$ cat src/rtl/cfg_stream_pkg.sv
package cfg_stream_pkg;

    typedef enum logic [2:0] {
        ST_POR  = 3'd0,
        ST_WAIT = 3'd1,
        ST_RUN  = 3'd2,
        ST_TAIL = 3'd3,
        ST_DONE = 3'd4
    } cfg_state_e;

endpackage

$ cat src/rtl/cfg_img_store.sv
module cfg_img_store #(
    parameter int IMG_BITS = 64,
    localparam int AW = $clog2(IMG_BITS)
) (
    input  logic          clk,
    input  logic          wr_en,
    input  logic [AW-1:0] wr_addr,
    input  logic          wr_bit,
    input  logic [AW-1:0] rd_addr,
    output logic          rd_bit
);

    logic [IMG_BITS-1:0] mem_d, mem_q;

    always_comb begin
        mem_d = mem_q;
        if (wr_en) begin
            mem_d[wr_addr] = wr_bit;
        end
    end

    always_ff @(posedge clk) begin
        mem_q <= mem_d;
    end

    assign rd_bit = mem_q[rd_addr];

endmodule

$ cat src/rtl/cfg_clk_phase.sv
module cfg_clk_phase #(
    parameter int DIV = 4
) (
    input  logic clk,
    input  logic rst_n,
    input  logic adv,
    input  logic clr,
    output logic dclk,
    output logic rise,
    output logic fall
);

    localparam int HALF = DIV / 2;
    localparam int PW   = (DIV > 2) ? $clog2(DIV) : 1;

    logic [PW-1:0] ph_d, ph_q;

    always_comb begin
        ph_d = ph_q;
        if (clr) begin
            ph_d = '0;
        end else if (adv) begin
            ph_d = (ph_q == PW'(DIV - 1)) ? '0 : ph_q + 1'b1;
        end
    end

    always_ff @(posedge clk or negedge rst_n) begin
        if (!rst_n) begin
            ph_q <= '0;
        end else begin
            ph_q <= ph_d;
        end
    end

    assign dclk = (ph_q >= PW'(HALF));
    assign rise = adv && !clr && (ph_q == PW'(HALF - 1));
    assign fall = adv && !clr && (ph_q == PW'(DIV - 1));

endmodule

$ cat src/rtl/cfg_pulse_gen.sv
module cfg_pulse_gen #(
    parameter int LEN = 8
) (
    input  logic clk,
    input  logic rst_n,
    input  logic trig,
    output logic active
);

    localparam int CW = $clog2(LEN + 1);

    logic [CW-1:0] cnt_d, cnt_q;

    always_comb begin
        cnt_d = cnt_q;
        if (cnt_q != '0) begin
            cnt_d = cnt_q - 1'b1;
        end else if (trig) begin
            cnt_d = CW'(LEN);
        end
    end

    always_ff @(posedge clk or negedge rst_n) begin
        if (!rst_n) begin
            cnt_q <= '0;
        end else begin
            cnt_q <= cnt_d;
        end
    end

    assign active = (cnt_q != '0);

endmodule

$ cat src/rtl/cfg_stream_master.sv
module cfg_stream_master
    import cfg_stream_pkg::*;
#(
    parameter int IMG_BITS    = 64,
    parameter int CLK_DIV     = 4,
    parameter int TAIL_CLKS   = 16,
    parameter int POR_CYCLES  = 40,
    parameter int OE_MIN_LOW  = 3,
    parameter int INIT_CYCLES = 8,
    localparam int AW = $clog2(IMG_BITS)
) (
    input  logic          clk,
    input  logic          rst_n,
    input  logic          wr_en_i,
    input  logic [AW-1:0] wr_addr_i,
    input  logic          wr_bit_i,
    input  logic          oe_i,
    input  logic          cs_n_i,
    input  logic          start_cmd_i,
    output logic          dclk_o,
    output logic          data_o,
    output logic          data_oe_o,
    output logic          cascade_n_o,
    output logic          init_n_o
);

    localparam int TW   = $clog2(TAIL_CLKS + 1);
    localparam int PORW = $clog2(POR_CYCLES + 1);
    localparam int OW   = $clog2(OE_MIN_LOW + 1);

    typedef struct packed {
        cfg_state_e      st;
        logic [AW-1:0]   addr;
        logic            exh;
        logic [TW-1:0]   tcnt;
        logic [PORW-1:0] por;
        logic [OW-1:0]   oelow;
    } ctl_t;

    ctl_t ctl_d, ctl_q;

    logic run_clk;
    logic accept;
    logic rise, fall;
    logic init_active;
    cfg_state_e state_w;

    assign run_clk = ((ctl_q.st == ST_RUN) || (ctl_q.st == ST_TAIL)) && oe_i;
    assign accept  = !oe_i && (ctl_q.oelow == OW'(OE_MIN_LOW - 1)) && (ctl_q.st != ST_POR);

    cfg_clk_phase #(.DIV(CLK_DIV)) u_phase (
        .clk  (clk),
        .rst_n(rst_n),
        .adv  (run_clk),
        .clr  (accept),
        .dclk (dclk_o),
        .rise (rise),
        .fall (fall)
    );

    cfg_img_store #(.IMG_BITS(IMG_BITS)) u_store (
        .clk    (clk),
        .wr_en  (wr_en_i),
        .wr_addr(wr_addr_i),
        .wr_bit (wr_bit_i),
        .rd_addr(ctl_q.addr),
        .rd_bit (data_o)
    );

    cfg_pulse_gen #(.LEN(INIT_CYCLES)) u_init (
        .clk   (clk),
        .rst_n (rst_n),
        .trig  (start_cmd_i),
        .active(init_active)
    );

    always_comb begin
        ctl_d = ctl_q;

        if (!oe_i) begin
            if (ctl_q.oelow != OW'(OE_MIN_LOW)) begin
                ctl_d.oelow = ctl_q.oelow + 1'b1;
            end
        end else begin
            ctl_d.oelow = '0;
        end

        case (ctl_q.st)
            ST_POR: begin
                if (ctl_q.por == PORW'(POR_CYCLES - 1)) begin
                    ctl_d.st = ST_RUN;
                end else begin
                    ctl_d.por = ctl_q.por + 1'b1;
                end
            end
            ST_WAIT: begin
                if (oe_i) begin
                    ctl_d.st = ST_RUN;
                end
            end
            ST_RUN: begin
                if (cs_n_i) begin
                    ctl_d.st   = ST_TAIL;
                    ctl_d.tcnt = rise ? TW'(1) : '0;
                end else if (fall && !ctl_q.exh) begin
                    if (ctl_q.addr == AW'(IMG_BITS - 1)) begin
                        ctl_d.exh = 1'b1;
                    end else begin
                        ctl_d.addr = ctl_q.addr + 1'b1;
                    end
                end
            end
            ST_TAIL: begin
                if (rise) begin
                    ctl_d.tcnt = ctl_q.tcnt + 1'b1;
                end
                if (fall && (ctl_q.tcnt == TW'(TAIL_CLKS))) begin
                    ctl_d.st = ST_DONE;
                end
            end
            default: begin
                ctl_d.st = ctl_q.st;
            end
        endcase

        if (accept) begin
            ctl_d.st   = ST_WAIT;
            ctl_d.addr = '0;
            ctl_d.exh  = 1'b0;
            ctl_d.tcnt = '0;
        end
    end

    always_ff @(posedge clk or negedge rst_n) begin
        if (!rst_n) begin
            ctl_q.st    <= ST_POR;
            ctl_q.addr  <= '0;
            ctl_q.exh   <= 1'b0;
            ctl_q.tcnt  <= '0;
            ctl_q.por   <= '0;
            ctl_q.oelow <= '0;
        end else begin
            ctl_q <= ctl_d;
        end
    end

    assign state_w     = ctl_q.st;
    assign data_oe_o   = (ctl_q.st == ST_RUN) && !ctl_q.exh && !cs_n_i && oe_i;
    assign cascade_n_o = !ctl_q.exh;
    assign init_n_o    = !init_active;

endmodule

$ cat config.mk
export PLATFORM = sky130hd
export DESIGN_NAME = cfg_stream_master
export DESIGN_NICKNAME = d
export VERILOG_FILES = /design/src/rtl/cfg_stream_pkg.sv /design/src/rtl/cfg_img_store.sv /design/src/rtl/cfg_clk_phase.sv /design/src/rtl/cfg_pulse_gen.sv /design/src/rtl/cfg_stream_master.sv
export SDC_FILE = /design/constraint.sdc
export NUM_CORES = 1
export LEC_CHECK = 0
export ABC_CLOCK_PERIOD_IN_PS = 2450
export BUFFER_PORTS_ARGS = -buffer_cell sky130_fd_sc_hd__buf_2
export CORE_ASPECT_RATIO = 0.75
export CORE_MARGIN = 2
export CORE_UTILIZATION = 32
export CTS_CLUSTER_SIZE = 25
export DETAILED_ROUTE_END_ITERATION = 8
export GPL_TIMING_DRIVEN = 0
export SKIP_LAST_GASP = 1
export SYNTH_ARGS = -nofsm -noshare
export SYNTH_HDL_FRONTEND = slang
export SYNTH_SLANG_ARGS = --single-unit
$ cat constraint.sdc
create_clock -name clk -period 2.45 [get_ports clk]
set_input_delay 0.49 -clock clk [delete_from_list [all_inputs] [get_ports clk]]
set_output_delay 0.49 -clock clk [all_outputs]
set_load 0.005 [all_outputs]
# Word level (Yosys, flattened, before mapping)
# Index checks and enable logic that the tools add are counted.
word_totals:
  mem_bits_ro: 0
  latchBits: 0
  n_memories: 0
  ff_bits: 93
  word_cells: 98
  mem_bits_rw: 0
op_classes:
  shift: 0
  n_reduce_logical: 34
  muxes: 27
  mul: 0
  add_sub_neg: 6
  n_lt_le_gt_ge: 4
  bitwise: 1
  div_mod_pow: 0
  n_eq_ne: 17
ops:
  columns: ["operator", "n"]
  rows:
  - ["64-bit bitwise mux", 1]
  - ["7-bit two-way mux", 3]
  - ["15-bit two-way mux", 1]
  - ["6-bit by 7-bit < comparator with 1-bit output, second input constant", 2]
  - ["6-bit by 1-bit adder with 6-bit output, second input constant", 2]
  - ["6-bit == test, second input constant", 2]
  - ["1-bit logical AND", 12]
  - ["3-bit two-way mux", 4]
  - ["3-bit by 2-bit inequality test with 1-bit output, second input constant", 4]
  - ["3-bit case mux with 4 select lines", 1]
  - ["2-bit nonzero test", 6]
  - ["2-bit two-way mux", 5]
  - ["5-bit two-way mux", 2]
  - ["5-bit case mux with 2 select lines", 1]
  - ["4-bit two-way mux", 2]
  - ["4-bit AND reduction", 2]
  - ["1-bit binary-select mux with 6-bit select", 1]
  - ["1-bit demux with 6-bit select", 1]
  - ["3-bit by 2-bit == test with 1-bit output, second input constant", 2]
  - ["6-bit by 1-bit >= comparator with 1-bit output, second input constant", 1]
  - ["6-bit two-way mux", 1]
  - ["3-bit nonzero test", 2]
  - ["5-bit by 1-bit adder with 5-bit output, second input constant", 1]
  - ["5-bit == test, second input constant", 1]
  - ["19 further kinds", 29]

# Longest topological paths before layout
# Gate-level depths: netlist (run 1).
logic_depth:
  ltp_word: 11
  depth_mapped: 8
  mapped_depth_nobuf: 7

# Hierarchy
# A second synthesis (run 1) with hierarchy kept.
unflattened:
  hier_cells: 370
  area_unflattened_um2: 4668.2
by_module_without_submodules:
  columns: ["module", "cells_per_inst", "area_each_um2", "n_inst", "seq_area_each_um2"]
  rows:
  - ["cfg_img_store", 206, 2971.6, 1, 1921.8]
  - ["cfg_stream_master", 134, 1372.6, 1, 575.6]
  - ["cfg_pulse_gen", 16, 173.9, 1, 100.1]
  - ["cfg_clk_phase", 14, 150.1, 1, 50.0]

# Worst setup path after synthesis (run 1)
# OpenSTA, ideal clock, no wires.
synth_timing:
  path_kind: "register -> output"
  from: "register ctl_q[14] (netlist name)"
  to: "output port data_o"
  required_ns: 1.960
  path_stages_with_launch: 8
  path_buffers: 2
  setup_slack_ns: 0.171
  arrival_time_ns: 1.789
  path_cell_list: "dfrtp_1 -> buf_2 -> buf_4 -> mux4_2 -> nand3_1 -> nand3_1 -> a211oi_1 -> a21oi_1"
synth_between:
  elab_chain_cells: 2
synth_lines:
  columns: ["item", "line", "text"]
  rows:
  - ["start, declared", "cfg_stream_master.sv:40", "ctl_t ctl_d, ctl_q;"]
  - ["start signal, assigned", "cfg_stream_master.sv:143", "ctl_q <= ctl_d;"]
  - ["1-bit binary-select mux with 6-bit select", "cfg_img_store.sv:26", "assign rd_bit = mem_q[rd_addr];"]
  - ["1-bit two-way mux (implied by the code)", "cfg_img_store.sv:26", null]
  - ["end, declared", "cfg_stream_master.sv:21", "output logic data_o,"]
# Every way passes these cells. The select of a mux whose other input is x is not followed.

# Final worst setup path (run 1)
# Ends and elaborated chain as after synthesis.

==> results.txt, run 1 <==
Status: finished, violations left
Failing checks: setup timing
Cells on worst reg2reg path: 6
P_leak: 0.00182 uW
Most frequent cells in the layout: 80 x nor2_1, 64 x edfxtp_1, 34 x nand2_1
Layout cell share with drive strength beyond 1: 17.5%
CTS buffer count: 9
Final Skew: 9.01 ps
Most used DFF post-synth: edfxtp_1
Flops & latches, synth: 93
Critical path peak fanout: 8
Buf/Inv on CP: 3
YS warnings: 0
Final setup fails: 1
Core box area: 13700 um2
Wire length per cell: 15.5 um
Nets@finish: 423
Max Fclk: 363 MHz
Detailed Routing Iterations Pass 1: 4
Startpoint types: register
Antenna viol nets, final: 0
Mapped Cells: 371
Final WL: 9010 um
Clk_lat worst skew: 350 ps
Power Total: 3840 uW
Critical path cell sequence: buf_12 -> buf_12 -> mux4_2 -> mux2i_2 -> mux2i_1 -> mux2i_1 -> a21oi_1 -> buf_2
Headroom to the max-slew limit: 35.9%
Critical path type: reg -> out
Clock buffer depth: 2
Ant diodes: 0
Critical path's largest stage delay: 510 ps
Commonest non-fill, non-tap cell in the layout: nor2_1
Largest net degree at the start of global routing: 65
CTS tree: yes
First-pass GRT wire length: 14500 um
WP data required: 1960 ps
Slowest-stage cell, CP: mux4_2
Vias per inst: 4.96
Mapped Area: 4470 um2
Htree depth: 3
Hold_buf cts: 0
Total congestion overflow: 0
Drc violations: 0
Initial drt markers: 264
# port buffers: 13
Minimum clock period: 2750 ps
Max_cap viols: 0
Placed Instances: 559
Die Wd: 141 um
Clock transition at the registers of the reported paths: 80 ps
FFs w/ async S/R, synth: 31.2%
Syn Nets: 393
Register area share after synthesis: 59.2%
Layout overhead on the synthesized area: 15.5%
Fin crit share: 112%
Via count: 2879
Utilization after layout: 37.7%
Pre-CTS WS: -366 ps
Pwr per Cell Area: 743 nW/um2
Num rows: 37
VDD IR max: 0.364 mV
CP arrival: 2260 ps
Mean Syn Cell Area: 12.1 um2
Gpl congestion: 0.740
CTS sink cnt: 93
Final Worst Setup Slack: -304 ps
Final hold vios: 0
Post-DP HPWL: 5970 um
Worst slew pin tran: 962 ps
EDFF count, synth: 64
Die area: 14900 um2
Unrepaired setup endpoints after global routing: true
Instance count on the critical path: 8
Final slew viol count: 0
Initial antenna violation count: 0
Delay-heaviest family, CP: multiplexers
Crit end category: primary output
Total Routing Usage GR: 12.7%
Distinct cells, synth: 46
Vias in the first global route: 2784
Initial Util: 32.6%
Final std cells w/o fill: 581
Setup TNS: -304 ps
Die Ht: 106 um
Class of the most critical hold timing path: in -> async
I/O Pins: 18
Clock root cell: clkbuf_16
==> area by class of cell <==
cell class                 count  area [um2]
timing repair buffer          19         135
buffer                        19         144
fill                        1360        8540
sequential                    93        2650
tap                          175         219
inverter                      11        41.3
multi-input combinational    248        1680
clock buffer                   9         225
clock inverter                 7        73.8
==> kinds of logic after synthesis <==
kind of cell / after synthesis / synth area share (%)
AOI/OAI and AO/OA: 30 / 4.84
buffers and inverters: 30 / 3.52
xor gates and xnor gates: 12 / 2.35
muxes: 23 / 9.65
adders and majority gates: 9 / 2.52
and+or+nand+nor: 174 / 17.9
DFF: 93 / 59.2
==> power by group <==
group | total (uW) | internal [uW] | switching (uW)
registers | 1880 | 1780 | 100
clock network | 1410 | 727 | 681
logic | 555 | 250 | 305
total | 3840 | 2760 | 1090
==> final timing paths <==
path,startpoint,to,slack (ps)
max in group asynchronous,rst_n,ctl_q[15],1860
setup / recovery,ctl_q[14],data_o,-300
min in group clk,oe_i,ctl_q[1],360
setup reg to reg,state_w[1],ctl_q[10],290
hold / removal,rst_n,ctl_q[12],160
hold reg to reg,ctl_q[7],ctl_q[7],480
==> synthesized netlist by cell type (all sizes together), types with 2 or more instances <==
cell type  instances  share of area (%)
a21oi              5               0.56
o21ai             10                1.1
nand2             34                2.9
a211oi             2               0.34
inv               11               0.92
nor3               8               0.90
buf                5               0.76
clkbuf            14                1.8
nand3b             3               0.50
nand2b             5               0.70
xnor2              7                1.4
nor2              80                6.7
a22oi              3               0.50
a2111oi            2               0.81
ha                 9                2.5
and3               3               0.42
nand3             12                1.3
or3                3               0.42
nor4               2               0.28
and2               2               0.31
nand4b             2               0.39
mux4              16                8.1
xor2               5               0.98
nor2b              7               0.98
mux2i              6                1.3
edfxtp            64                 43
nand4              8                1.1
dfrtp             29                 16
or3b               2               0.39
==> state kept, by name, summed over array words and instances, names as in the netlist <==
signal	flops
u_store.mem_q	64
u_init.cnt_q	4
ctl_q	20
state_w	3
u_phase.ph_q	2
==> layer usage <==
layer / global-route usage, % / routed length (um)
met5: 0 / 0
met4: 4.21 / 110
met3: 3.47 / 328
met2: 19.6 / 4170
met1: 17.4 / 4400
==> stage by stage <==
step                      hold WS (ps)  area (um2)
after floorplan                    194        4470
after global placement             464        4760
after detailed placement           465        4760
after CTS                          183        5160
after global routing               199        5170
final                              159        5170
==> what timing repair did <==
action,CTS,global route
resized for setup,9,1
gates cloned,0,0
pin swaps,1,0
setup endpoints to repair,1,1
buffers inserted,6,0
Power figures use the tool's default switching activity.
==> run 2: changes to the inputs <==
--- a/config.mk
+++ b/config.mk
@@ -5,6 +5,7 @@
 export SDC_FILE = /design/constraint.sdc
 export NUM_CORES = 1
 export LEC_CHECK = 0
+export ABC_AREA = 1
 export ABC_CLOCK_PERIOD_IN_PS = 2450
 export BUFFER_PORTS_ARGS = -buffer_cell sky130_fd_sc_hd__buf_2
 export CORE_ASPECT_RATIO = 0.75
==> results.txt, run 2 <==
Status: complete, no violations
Cells on worst reg2reg path: 8
Critical path type: reg -> out
Clock group share of total power: 27.4%
Instance count on the critical path: 15
FFs w/ async S/R, synth: 31.2%
Final Skew: 3.05 ps
Buf/Inv on CP: 6
Die Wd: 145 um
Headroom to the max-slew limit: 32.9%
VDD IR max: 0.442 mV
Sw frac: 36.9%
Final Cell Area: 5720 um2
Most used DFF post-synth: edfxtp_1
Via count: 3711
Drc violations: 0
Leading area contributor after synthesis: edfxtp_1
Combinational Power Share: 38.8%
Final setup fails: 0
Max_cap viols: 0
I/O Pins: 18
# port buffers: 17
Utilization after layout: 39.5%
YS warnings: 0
Final WL: 11200 um
Die area: 15900 um2
Layout overhead on the synthesized area: 20.2%
Fin crit share: 96.3%
WP data required: 1960 ps
Clock root cell: clkbuf_16
EDFF count, synth: 64
Startpoint types: register
Critical path cell sequence: buf_6 -> clkinv_8 -> buf_8 -> nand2_4 -> nand3_2 -> nand2_2 -> nand2_2 -> nand2_2 -> inv_2 -> nand2_1 -> nand2_1 -> nand2_1 -> inv_1 -> nand2_2 -> buf_2
Hold_buf cts: 0
Pint: 3810 uW
CTS sink cnt: 93
Flop pwr share: 33.7%
Clk_lat worst skew: 340 ps
Top-area cell type share of the netlist area: 40.3%
Ant diodes: 0
Mapped Cells: 550
Class of the most critical hold timing path: in -> async
Final std cells w/o fill: 789
Launch point of the worst path: ctl_q[14]
Critical path's largest stage delay: 360 ps
Gpl congestion: 0.839
Commonest non-fill, non-tap cell in the layout: nand2_1
CP arrival: 1870 ps
Reg2Reg Setup Slack: 900 ps
Minimum clock period: 2360 ps
Register area share after synthesis: 55.6%
Clock transition at the registers of the reported paths: 70 ps
Delay-heaviest family, CP: buffers and inverters
Largest net degree at the start of global routing: 65
Mapped Area: 4760 um2
Worst Setup EP: data_o
Clock buffer depth: 2
Largest register FFs: 64
Mean Syn Cell Area: 8.66 um2
Synth top area cells: edfxtp_1 40%, dfrtp_1 15%, nand2_1 9.9%
Post-DP HPWL: 7390 um
CP most frequent cell: nand2_2
Total congestion overflow: 0
RR Endpoint: ctl_q[10]
Max Fclk: 424 MHz
Vias per inst: 4.70
Final hold vios: 0
Top cells by count, synth: 126 x nand2_1, 98 x nor2_1, 73 x inv_1
Total Routing Usage GR: 15.0%
Regs by FF count: u_store.mem_q: 64 flops, ctl_q: 20 flops, u_init.cnt_q: 4 flops
Placed Instances: 767
CTS buffer count: 9
Num rows: 38
Vias in the first global route: 3584
Placed inst area: 5100 um2
Nets@finish: 606
Core box area: 14500 um2
Htree depth: 3
Switch Pwr: 2230 uW
Final slew viol count: 0
Worst slew pin tran: 1010 ps
Biggest register: u_store.mem_q
Detailed Routing Iterations Pass 1: 5
Initial Util: 32.8%
First-pass GRT wire length: 18100 um
Antenna viol nets, final: 0
Initial antenna violation count: 0
Crit end category: primary output
P_leak: 0.00240 uW
Flops & latches, synth: 93
Wire length per cell: 14.2 um
Layout cell share with drive strength beyond 1: 18.5%
Distinct cells, synth: 31
Unrepaired setup endpoints after global routing: true
Die Ht: 110 um
CTS tree: yes
Worst flop-to-flop path startpoint: state_w[0]
Dominant cell by count in the synthesized netlist: nand2_1
Slowest-stage cell, CP: dfrtp_1
Critical path peak fanout: 8
Most frequent cells in the layout: 110 x nand2_1, 96 x nor2_1, 71 x inv_1
Pwr per Cell Area: 1060 nW/um2
Syn Nets: 572
Initial drt markers: 402
run 2: cell types whose count changed after synthesis, moves of 6 or more:
| cell | delta |
|---|---|
| inv_1 | +62 |
| nand4_1 | -7 |
| a21oi_1 | +6 |
| mux4_2 | -16 |
| clkbuf_1 | -10 |
| nand2_2 | +8 |
| nand2_1 | +92 |
| nand3_1 | +37 |
| o21ai_0 | +13 |
| mux2i_1 | -6 |
| nor2_1 | +18 |
| buf_2 | +6 |
| nor2b_1 | -7 |
run 2: timing repair:
action,4_1_cts,5_1_grt
endpoints found under the setup margin,1,1
hold endpoints to repair,0,0
buffers inserted,0,4
pin swaps,0,16
resized for setup,15,52
gates cloned,0,2
run 2: area by class of cell:
class	instances	area [um2]
buffer	15	156
fill	1460	8780
inverter	77	304
timing repair buffer	23	165
clock buffer	9	225
tap	200	250
multi-input combinational	365	1850
sequential	93	2650
clock inverter	7	129
run 2: power groups by stage:
stage	Clock [uW]	Sequential (uW)	Combinational, uW
finish	1660	2040	2350
global route	1750	2070	2620
CTS	1690	2040	1990
detailed placement	0	2070	1890
global placement	0	2050	1850
floorplan	0	2030	1360
run 2: kinds of logic (layout without fill, tap and decap cells):
logic type	Yosys count	in the layout	synth area share (%)
compound gates	43	43	4.86
simple gates	305	305	27.6
flops	93	93	55.6
mux	1	1	0.236
fa+ha+maj	9	9	2.36
xor+xnor	7	7	1.29
buf+inv	92	131	8.12
run 2: metrics by stage:
stage	hold WS, ps	TNS (ps)	total power, uW	setup slack (ps)
2_1_floorplan	194	0	3390	679
3_3_place_gp	441	0	3900	160
3_5_place_dp	452	0	3960	177
4_1_cts	195	0	5720	2.23
5_1_grt	234	-42.6	6430	-42.6
6_report	174	0	6040	89.7
run 2: worst min path at each step:
stage,from,endpoint,slack [ps],depth (start not counted)
final,rst_n,ctl_q[8],170,1
after global routing,rst_n,ctl_q[9],230,1
after CTS,rst_n,ctl_q[8],190,1
after detailed placement,u_init.cnt_q[0],u_init.cnt_q[0],450,1
after global placement,u_init.cnt_q[0],u_init.cnt_q[0],440,1
after floorplan,rst_n,ctl_q[0],190,0
run 2: worst register-to-register path: cells and delay by family (launching register included):
family                 cells  cell delay [ps]
flip-flops                 1              350
buffers and inverters      3              460
AO/OA/AOI/OAI              2              190
AND/OR/NAND/NOR            3              420
run 2: metal layers:
layer	track usage [%]	part of all wire, %	up-vias
met5	0	0	-
met4	5.20	1.5	0
met3	4.09	4.3	16
met2	23.8	47	76
met1	20.0	47	1787
li1	-	-	1832
